[src/rtl/poscmp_pkg.sv]
package poscmp_pkg;
  localparam int REG_W  = 32;
  localparam int EV_N   = 4;
  localparam int EV_LSB = REG_W - EV_N;
  // order within the event field (bit 0 = lowest status bit of the field)
  localparam int EV_ZIDX = 0;
  localparam int EV_CMP  = 1;
  localparam int EV_HOME = 2;
  localparam int EV_WDOG = 3;
  localparam int N_ROUTE = 4;
  // route indices: levels first, then pulses
  localparam int RT_IRQ  = 0;
  localparam int RT_DMA  = 1;
  localparam int RT_TRIG = 2;
  localparam int RT_LOAD = 3;
  localparam int N_LEVEL = 2;

  function automatic logic [EV_N-1:0] field_of(input logic [REG_W-1:0] w);
    return w[REG_W-1:EV_LSB];
  endfunction

  function automatic logic [REG_W-1:0] word_of(input logic [EV_N-1:0] f);
    return {f, {EV_LSB{1'b0}}};
  endfunction

  function automatic logic [EV_N-1:0] w1c_next(input logic [EV_N-1:0] cur,
                                               input logic [EV_N-1:0] clr,
                                               input logic [EV_N-1:0] ev);
    return (cur & ~clr) | ev;
  endfunction
endpackage

[src/rtl/pos_matcher.sv]
module pos_matcher #(
  parameter int PH_W = 16,
  parameter int Z_W  = 16
) (
  input  logic            clk,
  input  logic            rst_n,
  input  logic [PH_W-1:0] ph_count,
  input  logic [Z_W-1:0]  z_count,
  input  logic            dir_neg,
  input  logic [PH_W-1:0] ph_ref,
  input  logic [Z_W-1:0]  z_ref,
  input  logic            z_ignore,
  input  logic            dir_want,
  input  logic            dir_any,
  output logic            match_now,
  output logic            match_hit
);
  logic armed_q;

  function automatic logic dir_ok(input logic neg, input logic want, input logic any);
    return any | (neg == want);
  endfunction

  assign match_now = (ph_count == ph_ref) && (z_ignore || (z_count == z_ref))
                     && dir_ok(dir_neg, dir_want, dir_any);

  always_ff @(posedge clk or negedge rst_n) begin
    if (!rst_n) armed_q <= 1'b0;
    else        armed_q <= match_now;
  end

  assign match_hit = match_now & ~armed_q;
endmodule

[src/rtl/event_status.sv]
module event_status
  import poscmp_pkg::*;
(
  input  logic            clk,
  input  logic            rst_n,
  input  logic [EV_N-1:0] ev,
  input  logic            clr_we,
  input  logic [EV_N-1:0] clr_bits,
  output logic [EV_N-1:0] st
);
  logic [EV_N-1:0] clr_eff;
  assign clr_eff = clr_we ? clr_bits : '0;

  always_ff @(posedge clk or negedge rst_n) begin
    if (!rst_n) st <= '0;
    else        st <= w1c_next(st, clr_eff, ev);
  end
endmodule

[src/rtl/event_router.sv]
module event_router
  import poscmp_pkg::*;
(
  input  logic                          clk,
  input  logic                          rst_n,
  input  logic [EV_N-1:0]               st,
  input  logic [EV_N-1:0]               ev,
  input  logic [N_ROUTE-1:0][EV_N-1:0]  masks,
  output logic [N_ROUTE-1:0]            outs
);
  for (genvar r = 0; r < N_ROUTE; r++) begin : g_route
    if (r < N_LEVEL) begin : g_level
      assign outs[r] = |(st & masks[r]);
    end else begin : g_pulse
      logic q;
      always_ff @(posedge clk or negedge rst_n) begin
        if (!rst_n) q <= 1'b0;
        else        q <= |(ev & masks[r]);
      end
      assign outs[r] = q;
    end
  end
endmodule

[src/rtl/poscmp_event_unit.sv]
module poscmp_event_unit
  import poscmp_pkg::*;
#(
  parameter int PH_W = 16,
  parameter int Z_W  = 16
) (
  input  logic             clk,
  input  logic             rst_n,
  input  logic [PH_W-1:0]  ph_count,
  input  logic [Z_W-1:0]   z_count,
  input  logic             dir_neg,
  input  logic [PH_W-1:0]  ph_ref,
  input  logic [Z_W-1:0]   z_ref,
  input  logic             z_ignore,
  input  logic             dir_want,
  input  logic             dir_any,
  input  logic             wdog_pulse,
  input  logic             home_pulse,
  input  logic             zidx_pulse,
  input  logic             clr_we,
  input  logic [REG_W-1:0] clr_data,
  input  logic [REG_W-1:0] irq_mask,
  input  logic [REG_W-1:0] dma_mask,
  input  logic [REG_W-1:0] trig_mask,
  input  logic [REG_W-1:0] load_mask,
  output logic [REG_W-1:0] status_word,
  output logic             irq,
  output logic             dma_req,
  output logic             trig_out,
  output logic             load_strobe
);
  logic                         match_now;
  logic                         match_hit;
  logic [EV_N-1:0]              ev_field;
  logic [EV_N-1:0]              st_field;
  logic [N_ROUTE-1:0][EV_N-1:0] route_masks;
  logic [N_ROUTE-1:0]           route_out;
  logic                         unused_low;

  assign unused_low = ^{clr_data[EV_LSB-1:0], irq_mask[EV_LSB-1:0], dma_mask[EV_LSB-1:0],
                        trig_mask[EV_LSB-1:0], load_mask[EV_LSB-1:0]};

  pos_matcher #(.PH_W(PH_W), .Z_W(Z_W)) u_match (
    .clk(clk), .rst_n(rst_n), .ph_count(ph_count), .z_count(z_count), .dir_neg(dir_neg),
    .ph_ref(ph_ref), .z_ref(z_ref), .z_ignore(z_ignore), .dir_want(dir_want),
    .dir_any(dir_any), .match_now(match_now), .match_hit(match_hit)
  );

  always_comb begin
    ev_field          = '0;
    ev_field[EV_WDOG] = wdog_pulse;
    ev_field[EV_HOME] = home_pulse;
    ev_field[EV_CMP]  = match_hit;
    ev_field[EV_ZIDX] = zidx_pulse;
  end

  event_status u_status (
    .clk(clk), .rst_n(rst_n), .ev(ev_field), .clr_we(clr_we),
    .clr_bits(field_of(clr_data)), .st(st_field)
  );

  always_comb begin
    route_masks          = '0;
    route_masks[RT_IRQ]  = field_of(irq_mask);
    route_masks[RT_DMA]  = field_of(dma_mask);
    route_masks[RT_TRIG] = field_of(trig_mask);
    route_masks[RT_LOAD] = field_of(load_mask);
  end

  event_router u_route (
    .clk(clk), .rst_n(rst_n), .st(st_field), .ev(ev_field),
    .masks(route_masks), .outs(route_out)
  );

  assign status_word = word_of(st_field);
  assign irq         = route_out[RT_IRQ];
  assign dma_req     = route_out[RT_DMA];
  assign trig_out    = route_out[RT_TRIG];
  assign load_strobe = route_out[RT_LOAD];
endmodule

[config.mk]
export PLATFORM = sky130hd
export DESIGN_NAME = poscmp_event_unit
export DESIGN_NICKNAME = d
export VERILOG_FILES = /design/src/rtl/poscmp_pkg.sv /design/src/rtl/pos_matcher.sv /design/src/rtl/event_status.sv /design/src/rtl/event_router.sv /design/src/rtl/poscmp_event_unit.sv
export SDC_FILE = /design/constraint.sdc
export NUM_CORES = 1
export LEC_CHECK = 0
export ABC_AREA = 1
export BUFFER_PORTS_ARGS = -buffer_cell sky130_fd_sc_hd__buf_2
export CORE_AREA = 8 8 100 102
export CTS_BUF_LIST = sky130_fd_sc_hd__clkbuf_4 sky130_fd_sc_hd__clkbuf_8
export DETAILED_ROUTE_END_ITERATION = 8
export DIE_AREA = 0 0 108 110
export PLACE_DENSITY = 0.66
export RECOVER_POWER = 100
export SLEW_MARGIN = 10
export SYNTH_ARGS = -nofsm -noshare
export SYNTH_HDL_FRONTEND = slang
export SYNTH_SLANG_ARGS = --single-unit
[constraint.sdc]
create_clock -name clk -period 0.8 [get_ports clk]
set_clock_uncertainty 0.05 [all_clocks]
set_input_delay 0.16 -clock clk [delete_from_list [all_inputs] [get_ports clk]]
set_output_delay 0.16 -clock clk [all_outputs]
set_load 0.02 [all_outputs]
==> metrics.json <==
{
  "place": {
    "detailed_place_hpwl_mm": 3.74,
    "gpl.final_weighted_congestion": 0.710,
    "port_buffers": 101,
    "placement.setup.worst_slack_ns": -0.564
  },
  "timing": {
    "clock.fmax_mhz": 855,
    "final.min_clock_period_ns": 1.17,
    "layout_worst_path_cycle_share": 1.46,
    "timing.final.hold_violations": 0,
    "finalMaxSlewViolations": 0,
    "finalWorstSetupSlack_ns": -0.370,
    "fin_setup_tns_ns": -2.55,
    "finalSetupViolations": 14,
    "hold_slack_ns": 0.126,
    "rsz_0062_raised_after_global_routing": "true"
  },
  "critical_path": {
    "path_max_fanout": 4,
    "worst_ep_required_time_ns": 0.59,
    "startpoint": "u_status.st[1]$_DFF_PN0_",
    "crit_path_capture_type": "output pin",
    "r2r_start": "u_status.st[3]$_DFF_PN0_",
    "worst_setup_path_start_kind": "flop",
    "crit_end": "irq",
    "timing_worst_setup_path_type": "reg2out",
    "critical_path_arrival_ns": 0.96,
    "ff2ff_setup_slack_ns": -0.05,
    "critical_path.reg2reg.endpoint": "u_status.st[3]$_DFF_PN0_",
    "reg2regPathDepth": 2
  },
  "synth": {
    "synth_area_per_cell_um2": 6.06,
    "synthesis.instances": 178,
    "synth.ff_latch_count": 7,
    "synth.distinct_cells": 18,
    "part_of_the_yosys_area_used_for_sequential_elements": 0.162,
    "synthesis.area_um2": 1080,
    "yosys_warnings": 0
  },
  "global_route": {
    "overflow": 0,
    "grt_pass1_vias": 1528,
    "grt_pass1_wl_mm": 6.10,
    "grt_start_max_net_pins": 8,
    "antenna_found_initial": 0,
    "grt_resource_usage_total": 0.0622
  },
  "route": {
    "drc": 0,
    "ant_nets": 0,
    "vias": 1347,
    "topRoutingLayerUsed": "met4",
    "detailroute.wirelength.met2_mm": 1.76,
    "drt_first_iter_violations": 37,
    "route.layer.met1.wl_mm": 1.86,
    "post_drt_via_cell_ratio": 3.38,
    "avgRoutedWirePerCell_um": 10.3,
    "post_detailed_routing_wire_length_mm": 4.10,
    "number_of_iterations_in_the_first_detailed_routing_pass": 2,
    "detailroute.wirelength.met3_um": 440
  },
  "final_layout": {
    "area_growth_syn_to_layout_pct": 76.3,
    "design.final.nets": 525,
    "sequential_cell_area_um2": 180,
    "mostFrequentLayoutCells": "sky130_fd_sc_hd__buf_2 (81), sky130_fd_sc_hd__nand2_1 (50), sky130_fd_sc_hd__conb_1 (28)",
    "fraction_of_layout_instances_using_a_drive_strength_above_1": 0.476,
    "antenna_cells": 0,
    "area_of_the_multi_input_gates_um2": 769,
    "mostFrequentLayoutCell": "sky130_fd_sc_hd__buf_2",
    "filler_cell_count": 964
  },
  "floorplan": {
    "placeableCoreArea_um2": 8470,
    "boundaryPins": 270,
    "die-width_um": 108,
    "initial_cell_density_of_the_core": 0.127,
    "die_h_um": 110,
    "area_of_the_die_um2": 11900,
    "rows": 34
  },
  "run_status": {
    "result_of_the_run": "finished with violations",
    "failing_checks": "setup timing"
  },
  "clock_network": {
    "tritoncts_clock_tree": "yes",
    "register_clock_pin_slew_on_the_reported_worst_setup_and_hold_paths_ns": 0.04,
    "clock_tree.root_cell": "sky130_fd_sc_hd__clkbuf_8",
    "cts.path.max_buffers": 2,
    "numClockSinks": 7,
    "htree_num_levels": 1,
    "insertion_delay_ns": 0.22,
    "cts-buffers-inserted": 3
  },
  "job": {
    "timing.max_cap.violations": 0
  },
  "power": {
    "total_leakage_power_uw": 0.00107,
    "power_per_cell_area_nw_per_um2": 922,
    "worst_ir_drop_on_vdd_v": 0.000291
  },
  "hold_path": {
    "hp-class": "in2reg"
  }
}
## power breakdown
part           total, uW  switching [uW]  internal, uW
Combinational        850             433           417
Sequential           393            15.9           377
Clock                511             134           377
Total               1750             583          1170
## through the flow
stage / instances / cell area, um^2 / power [uW] / util
floorplan: 205 / 1180 / 883 / -
global placement: 391 / 1650 / 1120 / 0.195
detailed placement: 391 / 1650 / 1140 / 0.195
CTS: 397 / 1830 / 1740 / 0.216
global route: 398 / 1900 / 1900 / 0.225
finish: 398 / 1900 / 1750 / 0.225
## worst max-delay path, stage by stage (launching register included)
cell and delay, ns:
sky130_fd_sc_hd__dfrtp_2 0.42, sky130_fd_sc_hd__nand2_1 0.08, sky130_fd_sc_hd__nand4_1 0.07, sky130_fd_sc_hd__buf_2 0.17
## timing repair
| action | in CTS | in global routing |
|---|---|---|
| pin swaps | 16 | 13 |
| gates resized for setup | 30 | 16 |
| hold buffers | 1 | 0 |
| buffers inserted | 1 | 1 |
| setup endpoints to repair | 14 | 14 |
| hold endpoints to repair | 7 | 0 |
## per-layer routing
layer,GRT usage,vias up
met5,0,-
met4,0.0228,0
met3,0.0174,2
met2,0.100,98
met1,0.0775,548
li1,-,699
## cells by family (layout without fill, tap and decap cells)
group / count (synthesis) / in the layout / synth area share
AOI/OAI and AO/OA: 8 / 8 / 0.0510
xor gates and xnor gates: 20 / 20 / 0.162
buffers and inverters: 50 / 135 / 0.271
DFF: 7 / 7 / 0.162
other: 1 / 28 / 0.00348
and+or+nand+nor: 92 / 92 / 0.349
## cell usage after synthesis
master / instances / area [um^2]
sky130_fd_sc_hd__nand2_1: 59 / 221
sky130_fd_sc_hd__buf_4: 28 / 210
sky130_fd_sc_hd__inv_1: 22 / 82.6
sky130_fd_sc_hd__nor2_1: 22 / 82.6
sky130_fd_sc_hd__xnor2_1: 14 / 123
sky130_fd_sc_hd__dfrtp_1: 7 / 175
sky130_fd_sc_hd__xor2_1: 6 / 52.6
sky130_fd_sc_hd__nand4_1: 4 / 25.0
sky130_fd_sc_hd__a21o_1: 3 / 22.5
sky130_fd_sc_hd__a21oi_1: 3 / 15.0
sky130_fd_sc_hd__a22o_1: 2 / 17.5
sky130_fd_sc_hd__nand2_2: 2 / 12.5
sky130_fd_sc_hd__and2_1: 1 / 6.26
sky130_fd_sc_hd__conb_1: 1 / 3.75
sky130_fd_sc_hd__nand3_1: 1 / 5.00
sky130_fd_sc_hd__nor2_2: 1 / 6.26
sky130_fd_sc_hd__nor2_4: 1 / 11.3
sky130_fd_sc_hd__or2_0: 1 / 6.26
## worst min-delay path by stage
stage | startpoint | end | slack [ns] | depth (start not counted)
2_1_floorplan | rst_n | u_match.armed_q$_DFF_PN0_ | -0.19 | 0
3_3_place_gp | rst_n | u_route.g_route[3].g_pulse.q$_DFF_PN0_ | -0.05 | 1
3_5_place_dp | rst_n | u_route.g_route[3].g_pulse.q$_DFF_PN0_ | -0.05 | 1
4_1_cts | trig_mask[31] | u_route.g_route[2].g_pulse.q$_DFF_PN0_ | 0.13 | 3
5_1_grt | trig_mask[31] | u_route.g_route[2].g_pulse.q$_DFF_PN0_ | 0.14 | 3
6_report | trig_mask[31] | u_route.g_route[2].g_pulse.q$_DFF_PN0_ | 0.13 | 3
## registers in the layout, indices dropped and copies added (netlist names)
| register | cells |
|---|---|
| u_route.g_route.g_pulse.q | 2 |
| u_match.armed_q | 1 |
| u_status.st | 4 |
## layout make-up
class | count | share of cell area
multi-input cells | 148 | 0.405
inverters | 22 | 0.0434
repair buffers | 109 | 0.361
flip-flops and latches | 7 | 0.0947
well taps | 108 | 0.0711
clock buffers | 4 | 0.0257
No activity file was read; power rests on OpenSTA's default activity.
